$ cat src/rtl/dbp_pkg.sv
package dbp_pkg;

  localparam int CTL_W   = 32;
  localparam int PBL_W   = 6;

  // control word field positions
  localparam int SWR_BIT = 0;
  localparam int TXL_LO  = 8;
  localparam int FIX_BIT = 16;
  localparam int RXL_LO  = 17;
  localparam int SEP_BIT = 23;
  localparam int X8_BIT  = 24;
  localparam int AAL_BIT = 25;

  localparam logic [CTL_W-1:0] CTL_RST   = 32'h0002_0101;
  localparam logic [CTL_W-1:0] CTL_WMASK = 32'h03FF_3F00;

  // effective burst length: zero field counts as one, optional x8
  function automatic logic [31:0] eff_len(input logic [PBL_W-1:0] pbl, input logic x8);
    logic [31:0] base;
    base = (pbl == '0) ? 32'd1 : 32'(pbl);
    return x8 ? (base << 3) : base;
  endfunction

  // largest power of two not above v (v >= 1)
  function automatic logic [31:0] pow2_floor(input logic [31:0] v);
    logic [31:0] r;
    r = 32'd0;
    for (int i = 0; i < 32; i++) begin
      if (v[i]) r = 32'd1 << i;
    end
    return r;
  endfunction

  function automatic logic [31:0] align_off(input logic [31:0] addr, input logic [31:0] gran);
    return addr & (gran - 32'd1);
  endfunction

  function automatic logic [31:0] min32(input logic [31:0] a, input logic [31:0] b);
    return (a < b) ? a : b;
  endfunction

  // address placed on the command port
  function automatic logic [31:0] burst_addr(input logic aal, input logic fix,
                                              input logic [31:0] gran, input logic [31:0] addr);
    return (aal && fix) ? (addr - align_off(addr, gran)) : addr;
  endfunction

  // beat count placed on the command port
  function automatic logic [31:0] burst_beats(input logic aal, input logic fix,
                                               input logic [31:0] len, input logic [31:0] gran,
                                               input logic [31:0] addr, input logic [31:0] rem);
    logic [31:0] off;
    off = align_off(addr, gran);
    if (!aal)      return min32(len, rem);
    else if (fix)  return min32(gran, off + rem);
    else           return min32(gran - off, rem);
  endfunction

  // remaining beats covered by the command
  function automatic logic [31:0] burst_used(input logic aal, input logic fix,
                                              input logic [31:0] len, input logic [31:0] gran,
                                              input logic [31:0] addr, input logic [31:0] rem);
    logic [31:0] lead;
    lead = (aal && fix) ? align_off(addr, gran) : 32'd0;
    return burst_beats(aal, fix, len, gran, addr, rem) - lead;
  endfunction

endpackage

$ cat src/rtl/dbp_ctl_regs.sv
module dbp_ctl_regs
  import dbp_pkg::*;
(
  input  logic                 clk,
  input  logic                 rst_n,
  input  logic                 wr_en,
  input  logic [CTL_W-1:0]     wr_data,
  output logic [CTL_W-1:0]     ctl_q,
  output logic                 swr,
  output logic [PBL_W-1:0]     tx_pbl,
  output logic [PBL_W-1:0]     rx_pbl,
  output logic                 sep_en,
  output logic                 x8_en,
  output logic                 aal_en,
  output logic                 fix_en
);

  always_ff @(posedge clk or negedge rst_n) begin
    if (!rst_n) begin
      ctl_q <= CTL_RST;
    end else if (wr_en && wr_data[SWR_BIT]) begin
      ctl_q <= CTL_RST;
    end else if (ctl_q[SWR_BIT]) begin
      ctl_q[SWR_BIT] <= 1'b0;          // self-clear, writes dropped this cycle
    end else if (wr_en) begin
      ctl_q <= wr_data & CTL_WMASK;
    end
  end

  assign swr    = ctl_q[SWR_BIT];
  assign tx_pbl = ctl_q[TXL_LO +: PBL_W];
  assign rx_pbl = ctl_q[RXL_LO +: PBL_W];
  assign sep_en = ctl_q[SEP_BIT];
  assign x8_en  = ctl_q[X8_BIT];
  assign aal_en = ctl_q[AAL_BIT];
  assign fix_en = ctl_q[FIX_BIT];

endmodule

$ cat src/rtl/dbp_len_sel.sv
module dbp_len_sel
  import dbp_pkg::*;
#(
  parameter int LW = PBL_W + 3
) (
  input  logic              dir,
  input  logic              sep_en,
  input  logic              x8_en,
  input  logic [PBL_W-1:0]  tx_pbl,
  input  logic [PBL_W-1:0]  rx_pbl,
  output logic [LW-1:0]     len,
  output logic [LW-1:0]     gran
);

  logic [PBL_W-1:0] pick;

  always_comb begin
    pick = (sep_en && dir) ? rx_pbl : tx_pbl;
    len  = LW'(eff_len(pick, x8_en));
    gran = LW'(pow2_floor(eff_len(pick, x8_en)));
  end

endmodule

$ cat src/rtl/dbp_sequencer.sv
module dbp_sequencer
  import dbp_pkg::*;
#(
  parameter int AW = 32,
  parameter int BW = 16,
  parameter int LW = PBL_W + 3
) (
  input  logic           clk,
  input  logic           rst_n,
  input  logic           swr,
  input  logic           cfg_aal,
  input  logic           cfg_fix,
  input  logic [LW-1:0]  len,
  input  logic [LW-1:0]  gran,
  input  logic           req_valid,
  output logic           req_ready,
  input  logic           req_dir,
  input  logic [AW-1:0]  req_addr,
  input  logic [BW-1:0]  req_beats,
  output logic           cmd_valid,
  input  logic           cmd_ready,
  output logic           cmd_dir,
  output logic [AW-1:0]  cmd_addr,
  output logic [LW-1:0]  cmd_beats,
  output logic           done,
  output logic           xfer_start,
  output logic           cmd_fire,
  output logic           last_fire,
  output logic           cur_aal,
  output logic           cur_first,
  output logic [LW-1:0]  cur_gran
);

  logic           busy_q, dir_q, aal_q, fix_q, first_q, done_q;
  logic [AW-1:0]  addr_q;
  logic [BW-1:0]  rem_q;
  logic [LW-1:0]  len_q, gran_q;
  logic [BW-1:0]  used_w;

  always_comb begin
    cmd_addr  = AW'(burst_addr(aal_q, fix_q, 32'(gran_q), 32'(addr_q)));
    cmd_beats = LW'(burst_beats(aal_q, fix_q, 32'(len_q), 32'(gran_q), 32'(addr_q), 32'(rem_q)));
    used_w    = BW'(burst_used(aal_q, fix_q, 32'(len_q), 32'(gran_q), 32'(addr_q), 32'(rem_q)));
  end

  assign req_ready  = !busy_q && !swr;
  assign xfer_start = req_valid && req_ready;
  assign cmd_valid  = busy_q && !swr;
  assign cmd_fire   = cmd_valid && cmd_ready;
  assign last_fire  = cmd_fire && (used_w >= rem_q);

  always_ff @(posedge clk or negedge rst_n) begin
    if (!rst_n) begin
      busy_q  <= 1'b0;
      done_q  <= 1'b0;
      first_q <= 1'b0;
      dir_q   <= 1'b0;
      aal_q   <= 1'b0;
      fix_q   <= 1'b0;
      addr_q  <= '0;
      rem_q   <= '0;
      len_q   <= LW'(1);
      gran_q  <= LW'(1);
    end else if (swr) begin
      busy_q  <= 1'b0;
      done_q  <= 1'b0;
      first_q <= 1'b0;
    end else begin
      done_q <= 1'b0;
      if (xfer_start) begin
        dir_q   <= req_dir;
        addr_q  <= req_addr;
        rem_q   <= req_beats;
        len_q   <= len;
        gran_q  <= gran;
        aal_q   <= cfg_aal;
        fix_q   <= cfg_fix;
        first_q <= 1'b1;
        if (req_beats == '0) done_q <= 1'b1;
        else                 busy_q <= 1'b1;
      end else if (cmd_fire) begin
        addr_q  <= addr_q + AW'(used_w);
        rem_q   <= rem_q - used_w;
        first_q <= 1'b0;
        if (last_fire) begin
          busy_q <= 1'b0;
          done_q <= 1'b1;
        end
      end
    end
  end

  assign done      = done_q;
  assign cmd_dir   = dir_q;
  assign cur_aal   = aal_q;
  assign cur_first = first_q;
  assign cur_gran  = gran_q;

endmodule

$ cat src/rtl/dbp_burst_planner.sv
module dbp_burst_planner
  import dbp_pkg::*;
#(
  parameter  int AW = 32,
  parameter  int BW = 16,
  localparam int LW = PBL_W + 3
) (
  input  logic              clk,
  input  logic              rst_n,
  input  logic              ctl_we,
  input  logic [CTL_W-1:0]  ctl_wdata,
  output logic [CTL_W-1:0]  ctl_rdata,
  input  logic              req_valid,
  output logic              req_ready,
  input  logic              req_dir,
  input  logic [AW-1:0]     req_addr,
  input  logic [BW-1:0]     req_beats,
  output logic              cmd_valid,
  input  logic              cmd_ready,
  output logic              cmd_dir,
  output logic [AW-1:0]     cmd_addr,
  output logic [LW-1:0]     cmd_beats,
  output logic              done
);

  logic              swr, sep_en, x8_en, aal_en, fix_en;
  logic [PBL_W-1:0]  tx_pbl, rx_pbl;
  logic [LW-1:0]     len_w, gran_w;
  logic              xfer_start, cmd_fire, last_fire, cur_aal, cur_first;
  logic [LW-1:0]     cur_gran;

  dbp_ctl_regs u_regs (
    .clk     (clk),
    .rst_n   (rst_n),
    .wr_en   (ctl_we),
    .wr_data (ctl_wdata),
    .ctl_q   (ctl_rdata),
    .swr     (swr),
    .tx_pbl  (tx_pbl),
    .rx_pbl  (rx_pbl),
    .sep_en  (sep_en),
    .x8_en   (x8_en),
    .aal_en  (aal_en),
    .fix_en  (fix_en)
  );

  dbp_len_sel #(.LW(LW)) u_len (
    .dir    (req_dir),
    .sep_en (sep_en),
    .x8_en  (x8_en),
    .tx_pbl (tx_pbl),
    .rx_pbl (rx_pbl),
    .len    (len_w),
    .gran   (gran_w)
  );

  dbp_sequencer #(.AW(AW), .BW(BW), .LW(LW)) u_seq (
    .clk        (clk),
    .rst_n      (rst_n),
    .swr        (swr),
    .cfg_aal    (aal_en),
    .cfg_fix    (fix_en),
    .len        (len_w),
    .gran       (gran_w),
    .req_valid  (req_valid),
    .req_ready  (req_ready),
    .req_dir    (req_dir),
    .req_addr   (req_addr),
    .req_beats  (req_beats),
    .cmd_valid  (cmd_valid),
    .cmd_ready  (cmd_ready),
    .cmd_dir    (cmd_dir),
    .cmd_addr   (cmd_addr),
    .cmd_beats  (cmd_beats),
    .done       (done),
    .xfer_start (xfer_start),
    .cmd_fire   (cmd_fire),
    .last_fire  (last_fire),
    .cur_aal    (cur_aal),
    .cur_first  (cur_first),
    .cur_gran   (cur_gran)
  );

endmodule

$ cat config.mk
export PLATFORM = sky130hd
export DESIGN_NAME = dbp_burst_planner
export DESIGN_NICKNAME = d
export VERILOG_FILES = /design/src/rtl/dbp_pkg.sv /design/src/rtl/dbp_ctl_regs.sv /design/src/rtl/dbp_len_sel.sv /design/src/rtl/dbp_sequencer.sv /design/src/rtl/dbp_burst_planner.sv
export SDC_FILE = /design/constraint.sdc
export NUM_CORES = 1
export LEC_CHECK = 0
export CAP_MARGIN = 20
export CORE_ASPECT_RATIO = 1.4
export CORE_MARGIN = 5
export CORE_UTILIZATION = 35
export CTS_CLUSTER_DIAMETER = 150
export DETAILED_ROUTE_END_ITERATION = 8
export PLACE_DENSITY_LB_ADDON = 0.05
export SLEW_MARGIN = 20
export SYNTH_ARGS = -nofsm -noshare
export SYNTH_HDL_FRONTEND = slang
export SYNTH_SLANG_ARGS = --single-unit
$ cat constraint.sdc
create_clock -name clk -period 24.2 [get_ports clk]
set_input_delay 4.84 -clock clk [delete_from_list [all_inputs] [get_ports clk]]
set_output_delay 4.84 -clock clk [all_outputs]
set_load 0.01 [all_outputs]
==> results of run 1 <==
-- through the flow --
step                      instance area (µm²)  setup slack, ns  instances  utilization [%]  hold slack, ns
after floorplan                         11200            14.32       1494                -           0.455
final                                   13000            11.98       1947             41.0           0.486
after global routing                    13000            11.57       1947             41.0           0.508
after global placement                  12700            12.40       1931             40.1           0.458
after CTS                               13000            11.98       1947             41.0           0.490
after detailed placement                12700            12.43       1931             40.1           0.470
-- metal layers --
metal / track usage [%] / vias to the layer above
met5: 0 / -
met2: 40.5 / 285
met3: 2.76 / 62
li1: - / 5561
met1: 28.6 / 5472
met4: 8.07 / 0
-- worst min-delay path, stage by stage (launching register included) --
cell     delay (ns)
dfrtp_1        0.35
nand2_1        0.05
nand2_1        0.05
-- state kept, by name, summed over array words and instances, names as in the netlist --
signal          flops
u_regs.ctl_q       17
u_seq.len_q         9
u_seq.done          1
u_seq.addr_q       32
u_seq.cur_aal       1
u_seq.cur_gran      8
u_seq.busy_q        1
u_seq.cmd_dir       1
u_seq.fix_q         1
u_seq.rem_q        16
-- worst min path at each step --
stage                    startpoint              end  slack (ns)
global route          u_seq.cmd_dir    u_seq.cmd_dir        0.51
CTS                 u_regs.ctl_q[8]  u_regs.ctl_q[8]        0.49
detailed placement    u_seq.cmd_dir    u_seq.cmd_dir        0.47
finish                u_seq.cmd_dir    u_seq.cmd_dir        0.49
floorplan            u_seq.len_q[0]   u_seq.len_q[0]        0.45
global placement    u_regs.ctl_q[8]  u_regs.ctl_q[8]        0.46
-- layout by cell type (no fill, tap or decap), drive strengths merged, types with 11 or more instances in the layout --
cell type / netlist / layout
nor3: 28 / 28
mux2: 12 / 12
o21a: 18 / 18
mux2i: 25 / 25
xor2: 29 / 29
ha: 97 / 97
clkdlybuf4s50: 0 / 131
nand3: 42 / 42
o21bai: 14 / 14
nand4: 22 / 22
inv: 77 / 80
and3: 21 / 21
conb: 2 / 16
or4: 16 / 16
nand2: 170 / 170
a22o: 16 / 16
dfrtp: 82 / 82
a21o: 23 / 23
a22oi: 26 / 26
o31ai: 15 / 15
o22ai: 12 / 12
a21oi: 88 / 88
nor4: 21 / 21
nor2: 100 / 100
a211oi: 13 / 13
nand2b: 11 / 11
and2: 33 / 33
o21ai: 115 / 115
a31oi: 21 / 21
nor2b: 21 / 21
buf: 34 / 15
o211ai: 21 / 21
xnor2: 49 / 49
-- area by class of cell --
cell class                 count  area, µm²
multi-input combinational   1226       8270
clock inverter                 7       65.1
fill                        3367      18600
clock buffer                   9        225
inverter                      77        289
timing repair buffer         146       1420
sequential                    87       2180
tap                          395        494
-- kinds of logic after synthesis --
group                    after synthesis  share of synthesized area, %
XOR/XNOR                              78                          6.11
adder cells (fa/ha/maj)              101                          11.6
other                                  2                        0.0672
multiplexers                          37                          3.48
AO/OA/AOI/OAI                        472                          28.9
buffers and inverters                181                          6.95
AND/OR/NAND/NOR                      522                          23.4
flip-flops                            87                          19.5
==> reports/qor.csv, run 1 <==
stage;metric;value;unit
floorplanning;row cnt;77;
sta;RSZ-0062 raised after global routing;no;
detailed_routing;DRC Markers;0;
cts;CTS Buf Count;9;
floorplanning;initial core utilization;35.4;%
cts;clk root buf;clkbuf_16;
sta;Slew headroom;29.9;%
global_route;total congestion overflow;0;
detailed_routing;drt via density;5.84;
sta;Clock Skews;0.0110;ns
setup_path;worst reg-to-reg path cell count;38;
logic_synthesis;Top FF cell, synth;dfrtp_1;
detailed_routing;Vias;11380;
cts;H-Tree Depth;3;
cts;Clk Latency, worst-skew pair;0.37;ns
global_route;largest net degree at the start of global routing;54;
detailed_routing;met2 WL;20.5;mm
detailed_routing;Starting DRT DRC Count;714;
run;Max-Cap Viols;0;
sta;Final Setup Violations;0;
logic_synthesis;Yosys cell types;94;
setup_path;RR Startpoint;u_seq.cur_gran[2];
logic_synthesis;EDFF count, synth;0;
setup_path;CP startpoint;u_seq.cur_gran[2];
cts;postcts setup bufs;0;
cts;clock sink count;87;
setup_path;slowest stage cell, crit path;clkdlybuf4s50_1;
worst_hold_path;worst min-delay path class;reg2reg;
detailed_routing;ANT nets after route;0;
setup_path;crit path launch type;flip-flop;
setup_path;crit path cell chain;nor3_2 > nand2_1 > xnor2_1 > nor2b_1 > ha_1 > and3_1 > a221oi_2 > o21ai_0 > a21oi_1 > xor2_1 > ha_1 > nor4_1 > nand2_1 > a31oi_1 > nor4_1 > nand4_1 > a2111oi_2 > nand3_1 > o211ai_1 > o211ai_1 > o21ai_0 > clkdlybuf4s50_1;
sta;Final Slew Violations;0;
global_route;first-pass GRT wire length;65.3;mm
floorplanning;Die X;161;µm
logic_synthesis;Syn. warnings;0;
setup_path;FF-to-FF End;u_seq.addr_q[29];
floorplanning;DIE AREA;0.0357;mm²
logic_synthesis;Post-Syn Instances;1480;
finish;Layout area overhead;15.9;%
detailed_routing;Routed WL;41.2;mm
detailed_routing;met1 WL;17.9;mm
placement;routability cong.;0.887;
logic_synthesis;synthesized area per cell;7.55;µm²
logic_synthesis;most area-hungry cell type in the Yosys netlist;dfrtp_1;
setup_path;CP Max Fanout;15;
detailed_routing;DR top layer;met4;
cts;cts repair resizes;0;
detailed_routing;WL/cell;21.2;µm
sta;Final Cycle Share;50.5;%
logic_synthesis;Synth top area share;18.4;%
logic_synthesis;Seq/Total Area, Yosys;19.5;%
logic_synthesis;Synth Register Bits;87;
cts;clock-pin slew on the worst setup and hold paths;0.08;ns
sta;Final min period;12.22;ns
logic_synthesis;Synth area leaders;dfrtp_1 18%, ha_1 11%, nand2_1 5.7%, o21ai_0 5.0%, a21oi_1 3.9%;
finish;share of cells above drive strength 1;5.61;%
setup_path;critical path capture point type;primary output;
cts;CTS Hold Buffers Added;0;
setup_path;CP top delay family;simple AND/OR/NAND/NOR gates;
sta;Fin. Hold Viols;0;
logic_synthesis;synth cell count leaders;169 x nand2_1, 112 x o21ai_0, 99 x nor2_1;
global_route;number of global-route vias before repair;11429;
global_route;overall routing resource usage;22.9;%
floorplanning;CORE AREA;0.0316;mm²
setup_path;worst path bufs/invs;1;
floorplanning;I/O Pins;163;
worst_hold_path;hold-critical path depth;2;
global_route;initial antenna violation count;0;
setup_path;Crit Path Category;reg2out;
logic_synthesis;Mapped Area;0.0112;mm²
floorplanning;DIE HEIGHT;221;µm
sta;Least-Margin Pin Slew;1.04;ns
cts;CTS tree;yes;
finish;ANT cells;0;
detailed_routing;routed wire length on met3;1.48;mm
logic_synthesis;most common cell in the netlist;nand2_1;
sta;Max Clk Rate;81.9;MHz
setup_path;WP depth;22;
setup_path;crit path to;cmd_beats[1];
finish;Post-layout nets;1734;
run_status;outcome;finished clean;
setup_path;slowest stage delay, CP;0.66;ns
logic_synthesis;Synth async-reset ratio;100;%
placement;detailed placer's ending HPWL;31.8;mm
sta;total negative slack;0;ns
setup_path;Worst R2R Setup Slack;13.31;ns
setup_path;CP arrival;7.38;ns
setup_path;WP data required;19.36;ns
cts;clk buf depth;2;
placement;IO buf count;132;
detailed_routing;DRT Pass-1 Iters;5;
Power of run 1 is not shown: default switching activity piles up to over one toggle a cycle in this logic, so the estimate is an artifact.
==> run 2: changes to the inputs <==
Clock period 24.2 ns to 11 ns, I/O delays scaled along.
==> run 2 against run 1 <==
First-iteration DRC count up 1.3%. Clock-buffer cell count unchanged. Cell area is 0.65% higher. Final cell count increased by 0.56%. Critical path type is now reg2reg. Critical endpoint is now u_seq.addr_q[29].
==> reports/qor.csv, run 2 (synthesis results as in run 1) <==
stage;metric;value;unit
finish;fin cells;1958;
detailed_routing;DRT Pass-1 Iters;5;
sta;Final min period;10.29;ns
global_route;total congestion overflow;0;
global_route;largest net degree at the start of global routing;54;
global_route;overall routing resource usage;22.9;%
sta;Least-Margin Pin Slew;0.933;ns
placement;Placed Cells;1941;
sta;Final Cycle Share;93.5;%
cts;CTS Hold Buffers Added;0;
setup_path;Crit Path Category;reg2reg;
finish;Post-layout nets;1745;
run_status;outcome;finished clean;
finish;most common cell after layout, fill and taps aside;nand2_1;
finish;area of the multi-input gates;0.00828;mm²
global_route;busiest layer in global routing;met2;
setup_path;critical path capture point type;flip-flop;
finish;highest-count cells in the layout ignoring fill and taps;169 x nand2_1, 131 x clkdlybuf4s50_1, 112 x o21ai_0;
cts;CTS Buf Count;9;
cts;CTS tree;yes;
global_route;GR Layer Usage met2;40.8;%
setup_path;CP Max Fanout;11;
finish;share of cells above drive strength 1;6.33;%
cts;clock-pin slew on the worst setup and hold paths;0.08;ns
global_route;GR Layer Usage met3;2.83;%
global_route;first-pass GRT wire length;64.9;mm
finish;ANT cells;0;
floorplanning;I/O Pins;163;
cts;H-Tree Depth;3;
setup_path;crit path launch type;flip-flop;
setup_path;CP arrival;10.56;ns
sta;Final Slew Violations;0;
cts;Clk Latency, worst-skew pair;0.38;ns
detailed_routing;DRC Markers;0;
detailed_routing;drt via density;5.83;
cts;clk root buf;clkbuf_16;
finish;Layout area overhead;16.6;%
floorplanning;Die X;161;µm
sta;total negative slack;0;ns
sta;Final Setup Violations;0;
worst_hold_path;worst min-delay path class;reg2reg;
global_route;met1 usage;28.5;%
floorplanning;DIE AREA;0.0357;mm²
setup_path;WP data required;11.27;ns
detailed_routing;Starting DRT DRC Count;723;
setup_path;slowest stage cell, crit path;dfstp_2;
sta;Max Clk Rate;97.2;MHz
sta;Fin. Hold Viols;0;
floorplanning;row cnt;77;
detailed_routing;Vias;11420;
setup_path;slowest stage delay, CP;0.67;ns
finish;filler cell count in the final layout;3343;
placement;routability cong.;0.886;
finish;sequential cell area;0.00218;mm²
cts;clk buf depth;2;
cts;clock sink count;87;
detailed_routing;WL/cell;21.2;µm
sta;RSZ-0062 raised after global routing;no;
floorplanning;CORE AREA;0.0316;mm²
floorplanning;initial core utilization;35.4;%
placement;IO buf count;132;
finish;biggest regs;u_seq.addr_q (32), u_regs.ctl_q (17), u_seq.rem_q (16);
placement;detailed placer's ending HPWL;32.3;mm
detailed_routing;Routed WL;41.5;mm
floorplanning;DIE HEIGHT;221;µm
setup_path;Worst R2R Setup Slack;0.71;ns
run;Max-Cap Viols;0;
detailed_routing;ANT nets after route;0;
sta;Clock Skews;0.00892;ns
finish;Top reg by flops;u_seq.addr_q;
global_route;number of global-route vias before repair;11207;
global_route;initial antenna violation count;0;
setup_path;CP most frequent cell;ha_1;
sta;Slew headroom;37.1;%
finish;max reg flops;32;
[run 2: path summary, 6_finish.rpt]
kind | startpoint | endpoint | cells past startpoint
max | u_seq.cur_gran[0] | u_seq.addr_q[29] | 38
min | u_regs.ctl_q[8] | u_regs.ctl_q[8] | 2
max reg2reg | u_seq.cur_gran[0] | u_seq.addr_q[29] | 38
min reg2reg | u_regs.ctl_q[8] | u_regs.ctl_q[8] | 2
max in group asynchronous | rst_n | u_regs.ctl_q[23] | 2
min in group asynchronous | rst_n | u_seq.addr_q[28] | 1
[run 2: repair_timing]
action                                  4_1_cts  5_1_grt
setup buffers                                 0        1
resized for setup                             0        1
endpoints found under the hold margin         0        0
endpoints found under the setup margin        0        6
[run 2: cell type report]
type / instances / share of cell area (%)
clock buffers: 9 / 1.73
clock inverters: 7 / 0.470
inverters: 77 / 2.22
multi-input cells: 1226 / 63.5
flip-flops and latches: 87 / 16.7
well taps: 395 / 3.79
repair buffers: 157 / 11.6
[run 2: critical path: cells and delay by family (launching register included)]
family / cells / cell delay (ns)
AND/OR/NAND/NOR: 10 / 2.44
buffers and inverters: 3 / 0.39
AO/OA/AOI/OAI: 19 / 4.88
flip-flops: 1 / 0.67
XOR/XNOR: 1 / 0.20
multiplexers: 1 / 0.27
adder cells (fa/ha/maj): 4 / 1.31
[run 2: stage by stage]
stage               setup WS (ns)  util (%)  area (µm²)  hold WS [ns]
floorplan                    2.19         -       11200         0.455
global placement            0.730      40.3       12700         0.458
detailed placement          0.752      40.3       12700         0.460
CTS                         0.657      41.2       13000         0.473
global route               0.0314      41.3       13000         0.490
finish                      0.710      41.3       13000         0.470
[run 2: layer usage]
metal | part of all wire [%] | up-vias
li1 | - | 5582
met1 | 43 | 5503
met2 | 50 | 282
met3 | 3.9 | 53
met4 | 2.9 | 0
met5 | 0 | -
Power of run 2 is left out for the same reason.
